--- src/rtl/i2c_mstat_irq.sv ---
module i2c_mstat_irq #(
  parameter int TX_DEPTH = 2,
  localparam int CW = $clog2(TX_DEPTH + 1)
) (
  input  logic          clk,
  input  logic          rst_n,
  input  logic          ev_start,
  input  logic          ev_stop,
  input  logic          ev_rx_push,
  input  logic          rx_full,
  input  logic          ev_done,
  input  logic          ev_data_nack,
  input  logic          ev_addr_nack,
  input  logic          ev_arb_lost,
  input  logic          mst_busy,
  input  logic          addr_wr_sent,
  input  logic [CW-1:0] tx_count,
  input  logic          ie_done,
  input  logic          ie_nack,
  input  logic          ie_arb,
  input  logic          ie_rxq,
  input  logic          ie_txq,
  input  logic          done_clr,
  output logic [15:0]   status,
  output logic          irq
);

  logic bus_busy, rx_ovf, xfer_done, data_nack, own_busy, arb_lost, addr_nack, rx_req, tx_req;
  logic [1:0] tx_code;

  always_ff @(posedge clk or negedge rst_n) begin
    if (!rst_n) begin
      bus_busy  <= 1'b0;
      rx_ovf    <= 1'b0;
      xfer_done <= 1'b0;
      data_nack <= 1'b0;
      own_busy  <= 1'b0;
      arb_lost  <= 1'b0;
      addr_nack <= 1'b0;
      rx_req    <= 1'b0;
      tx_req    <= 1'b0;
      tx_code   <= 2'b00;
    end else begin
      if (ev_start)     bus_busy <= 1'b1;
      else if (ev_stop) bus_busy <= 1'b0;
      if (ev_done)       xfer_done <= 1'b1;
      else if (done_clr) xfer_done <= 1'b0;
      rx_ovf    <= ev_rx_push & rx_full;
      data_nack <= ev_data_nack;
      own_busy  <= mst_busy;
      arb_lost  <= ev_arb_lost;
      addr_nack <= ev_addr_nack;
      rx_req    <= ev_rx_push;
      tx_req    <= addr_wr_sent && (tx_count <= CW'(1));
      if (tx_count == '0)                tx_code <= 2'b00;
      else if (tx_count < CW'(TX_DEPTH)) tx_code <= 2'b01;
      else                               tx_code <= 2'b11;
    end
  end

  assign status = {5'b0, bus_busy, rx_ovf, xfer_done, data_nack, own_busy,
                   arb_lost, addr_nack, rx_req, tx_req, tx_code};

  assign irq = (xfer_done & ie_done) | ((data_nack | addr_nack) & ie_nack) |
               (arb_lost & ie_arb) | (rx_req & ie_rxq) | (tx_req & ie_txq);

  assert_busy_set_R1: assert property (@(posedge clk) disable iff (!rst_n)
    ev_start |=> status[10]);
  assert_busy_clr_R1: assert property (@(posedge clk) disable iff (!rst_n)
    (ev_stop && !ev_start) |=> !status[10]);
  assert_ovf_set_R2: assert property (@(posedge clk) disable iff (!rst_n)
    (ev_rx_push && rx_full) |=> status[9]);
  assert_ovf_clr_R2: assert property (@(posedge clk) disable iff (!rst_n)
    !(ev_rx_push && rx_full) |=> !status[9]);
  assert_done_hold_R3: assert property (@(posedge clk) disable iff (!rst_n)
    (status[8] && !done_clr) |=> status[8]);
  assert_done_clr_R3: assert property (@(posedge clk) disable iff (!rst_n)
    (done_clr && !ev_done) |=> !status[8]);
  assert_txq_gate_R8: assert property (@(posedge clk) disable iff (!rst_n)
    !addr_wr_sent |=> !status[2]);
  assert_no_code10_R9: assert property (@(posedge clk) disable iff (!rst_n)
    status[1:0] != 2'b10);
  assert_reserved_zero_R10: assert property (@(posedge clk) disable iff (!rst_n)
    status[15:11] == 5'b0);
  assert_irq_masked_R11: assert property (@(posedge clk) disable iff (!rst_n)
    !(ie_done || ie_nack || ie_arb || ie_rxq || ie_txq) |-> !irq);

endmodule

--- config.mk ---
export PLATFORM = sky130hd
export DESIGN_NAME = i2c_mstat_irq
export DESIGN_NICKNAME = d
export VERILOG_FILES = /design/src/rtl/i2c_mstat_irq.sv
export SDC_FILE = /design/constraint.sdc
export NUM_CORES = 1
export LEC_CHECK = 0
export BUFFER_PORTS_ARGS = -buffer_cell sky130_fd_sc_hd__buf_2
export CAP_MARGIN = 10
export CORE_AREA = 3 3 40 42
export DETAILED_ROUTE_END_ITERATION = 10
export DIE_AREA = 0 0 43 45
export GPL_TIMING_DRIVEN = 0
export PLACE_DENSITY = 0.8
export SLEW_MARGIN = 20
export SYNTH_ARGS = -nofsm -noshare
export SYNTH_HDL_FRONTEND = slang
export SYNTH_SLANG_ARGS = --single-unit
--- constraint.sdc ---
create_clock -name clk -period 0.9 [get_ports clk]
set_input_delay 0.18 -clock clk [delete_from_list [all_inputs] [get_ports clk]]
set_output_delay 0.18 -clock clk [all_outputs]
set_load 0.01 [all_outputs]
After elaboration in Yosys (flattened, before gate mapping):

Index checks and enable logic that the tools add are counted.

* bits in registers: 11
* bits of input ports: 20
* output and inout port bits: 17
* word-level logic and storage cells: 33

* order comparisons: 2
* mux-type cells: 6
* bitwise operators: 11
* reductions and logical operators: 4

Operators by type and width (count)
* $and 1x1->1: 6
* $or 1x1->1: 5
* $mux 1: 4
* $mux 2: 2
* $reduce_bool 2->1: 2
* $le 2x1->1 const B: 1
* $logic_not 2->1: 1
* $lt 2x2->1 const B: 1
* $logic_and 1x1->1: 1

Depth between registers and ports, before layout:

* depth after elaboration: 6
* mapped depth: 2
* gate-level depth less buffers: 2

Worst setup path before layout:

Ideal clock, no wire load.

* path kind: flip-flop to output port
* from: register rx_req
* to: output irq
* data arrival time: 663 ps
* data required time: 720 ps
* path slack: 57 ps
* cell stages (with the launch flop): 3
* buffers on the path: 0
* cell sequence: dfrtp_1 > a22oi_1 > nand3_1

* longest elaborated chain between the ends: 3

RTL lines
* start, declared: line 28 `logic bus_busy, rx_ovf, xfer_done, data_nack, own_busy, arb_lost, addr_nack, rx_req, tx_req;`
* start signal, assigned: line 53 `rx_req <= ev_rx_push;`
* $and 1x1->1: line 65 `(arb_lost & ie_arb) | (rx_req & ie_rxq) | (tx_req & ie_txq);`
* $or 1x1->1 (2 in a row): line 65
* end, declared: line 25 `output logic irq`

No other way between the ends.

Worst setup path in the final report:

Ends and elaborated chain as after synthesis.

==> results.md <==
* Startpoint Class: flop
* Internal power at 825 uW
* Post-Syn Area per Cell at 12.0 sq um
* Layout cells sized above 1 at 0.632
* Diodes inserted at 0
* Grt met3 use at 0.0120
* Final Hold Viols at 0
* Max_cap viols at 0
* First-pass GRT wire length at 1.30 mm
* Initial DRC count at 0
* Final max-slew violation count at 0
* Combinational share of power at 0.197
* CTS Sinks at 11
* Register bit count reported by yosys at 11
* Flop pwr share at 0.507
* Cell Area, Synth at 454 sq um
* TritonCTS clock tree: built
* Outcome: finished, violations left
* Final critical-path required period at 1210 ps
* End of the critical path: irq
* Final layout net count at 97
* Post-route ant nets at 0
* Routed WL at 855 um
* CTS max path bufs at 2
* Clk_lat worst skew at 250 ps
* Met1 usage at 0.0969
* Failing checks: setup timing
* Total power at 1.06 mW
* Critical path capture point type: primary output
* P per Cell Area at 1420 mW/mm^2
* WP data arrival at 1030 ps
* Share of the synthesized area in the top cell type at 0.606
* Synth area leaders: dfrtp_1 61%, buf_4 23%, a21o_1 3.3%, a22oi_1 3.3%, inv_1 1.7%
* Initial core utilization at 0.353
* GRT Util Overall at 0.0934
* Via Count at 373
* Unrepaired setup endpoints after global routing: yes
* Launch point of the worst path: rx_req
* Post-synth top area cell: dfrtp_1
* Reg2reg start: xfer_done
* Reg2reg end: xfer_done
* WHS at 27.4 ps
* CTS Buf Count at 3
* Period Utilization, post-route at 1.34
* Worst-path clk slew at 60 ps
* Pin count of the biggest net entering global routing at 12
* Die area at 0.00194 sq mm
* Seq/Total Area, Yosys at 0.606
* RePlAce Congestion at 0.657
* Cells after synthesis at 38
* Fin cells at 91
* Synth warnings at 0
* Clock power share at 0.296
* Root Driver: clkbuf_4
* DR vias/cell at 4.10
* Routed len/inst at 9.40 um
* Die Wd at 43 um
* Remaining routing DRC violations at 0
* Top-level port count at 37
* FF-to-FF path depth at 2
* PortBufs at 31
* Worst hold path class: input pin to flop
* Worst vdd ir at 834 uV
* Required @ worst endpoint at 720 ps
* NetSw at 236 uW
* Setup-failing EPs final at 12
* Fmax achieved at 827 MHz
* H-tree depth at 1
* First-pass DRT Iterations at 1
* Core area at 0.00128 sq mm
* Rows at 13
* Total grt overflow at 0
* Leak at 0.405 nW
* Layout area overhead at 64.2%
* Post-Place Cells at 88
* Global route hottest layer: met2
* Setup slack, reg-to-reg at 80 ps
* CP max FO at 2
* Clock skew at 0 ps
* Final Core Density at 0.580
* WS Path Type: flop to primary output
* Setup ws final at -310 ps
* Netlist cell types at 12
* Initial antenna violation count at 0
* Vias in the first global route at 358
* Grt met2 use at 0.180
* Vert. Die Dim at 45 um
* Switching share of power at 0.222
[cell families (layout without fill, tap and decap cells)]
logic type | Yosys count | count (layout) | synth area share
AOI/OAI and AO/OA | 5 | 5 | 0.0771
buffers and inverters | 17 | 51 | 0.256
DFF | 11 | 11 | 0.606
other | 1 | 5 | 0.00826
and+or+nand+nor | 4 | 4 | 0.0524
[worst min path at each step]
stage | from | endpoint | slack [ps] | depth (start not counted)
6_report | ev_addr_nack | addr_nack | 30 | 1
5_1_grt | ev_data_nack | data_nack | 10 | 1
4_1_cts | ev_addr_nack | addr_nack | 20 | 1
3_5_place_dp | rst_n | tx_code[1] | 60 | 1
3_3_place_gp | rst_n | own_busy | 50 | 1
2_1_floorplan | rst_n | addr_nack | -120 | 0
[Yosys cell counts]
master and instances:
or2_1 1, and2_1 1, nand3_1 1, a22oi_1 2
dfrtp_1 11, o21ai_0 1, a21o_1 2, buf_4 14
nor2b_1 1, conb_1 1, inv_1 2, clkbuf_1 1
[cell usage in the layout, fill, tap and decap left out]
cell type / synthesis / final
dfrtp_1: 11 / 11
conb_1: 1 / 5
dlygate4sd3_1: 0 / 1
or2_1: 1 / 1
buf_4: 14 / 8
clkbuf_4: 0 / 3
and2_1: 1 / 1
o21ai_1: 0 / 1
nor2b_1: 1 / 1
a22oi_2: 0 / 2
clkbuf_1: 1 / 2
inv_1: 2 / 2
a21o_1: 2 / 2
buf_2: 0 / 22
buf_6: 0 / 13
nand3_1: 1 / 1
[area by class of cell]
type | instances | area, sq um
Sequential cell | 11 | 275
Fill cell | 104 | 539
Timing Repair Buffer | 35 | 248
Buffer | 10 | 82.6
Clock buffer | 4 | 26.3
Multi-Input combinational cell | 14 | 87.6
Tap cell | 15 | 18.8
Inverter | 2 | 7.51
[metal layers]
| layer | share of wire | vias up |
|---|---|---|
| li1 | - | 177 |
| met1 | 0.33 | 168 |
| met2 | 0.53 | 26 |
| met3 | 0.13 | 2 |
| met4 | 0.018 | 0 |
| met5 | 0 | - |
[worst max-delay path, stage by stage (launching register included)]
cell and delay [ps]:
dfrtp_1 390, a22oi_2 150, nand3_1 90, buf_2 150
[registers in the layout (all words and copies together) (netlist names)]
register / cells
arb_lost: 1
addr_nack: 1
tx_req: 1
tx_code: 2
rx_req: 1
xfer_done: 1
own_busy: 1
bus_busy: 1
data_nack: 1
rx_ovf: 1
[timing repair]
item / CTS / global route
resized for setup: 14 / 3
setup endpoints to repair: 12 / 12
buffers inserted: 1 / 3
pin swaps: 3 / 1
hold buffers: 1 / 0
hold endpoints to repair: 11 / 0
[through the flow]
stage | area (sq um) | worst slack [ps] | TNS [ps]
CTS | 733 | -345 | -1590
global route | 746 | -391 | -1920
detailed placement | 643 | -76.8 | -76.8
finish | 746 | -310 | -1440
floorplan | 469 | 57.4 | 0
global placement | 643 | -93.5 | -93.5
[power groups by stage]
stage               combinational, mW  sequential, mW  clock [mW]
floorplan                      0.0907           0.542           0
global placement                0.170           0.541           0
detailed placement              0.174           0.542           0
CTS                             0.204           0.537       0.333
global route                    0.229           0.540       0.358
finish                          0.209           0.538       0.314
Power figures use the tool's default switching activity.
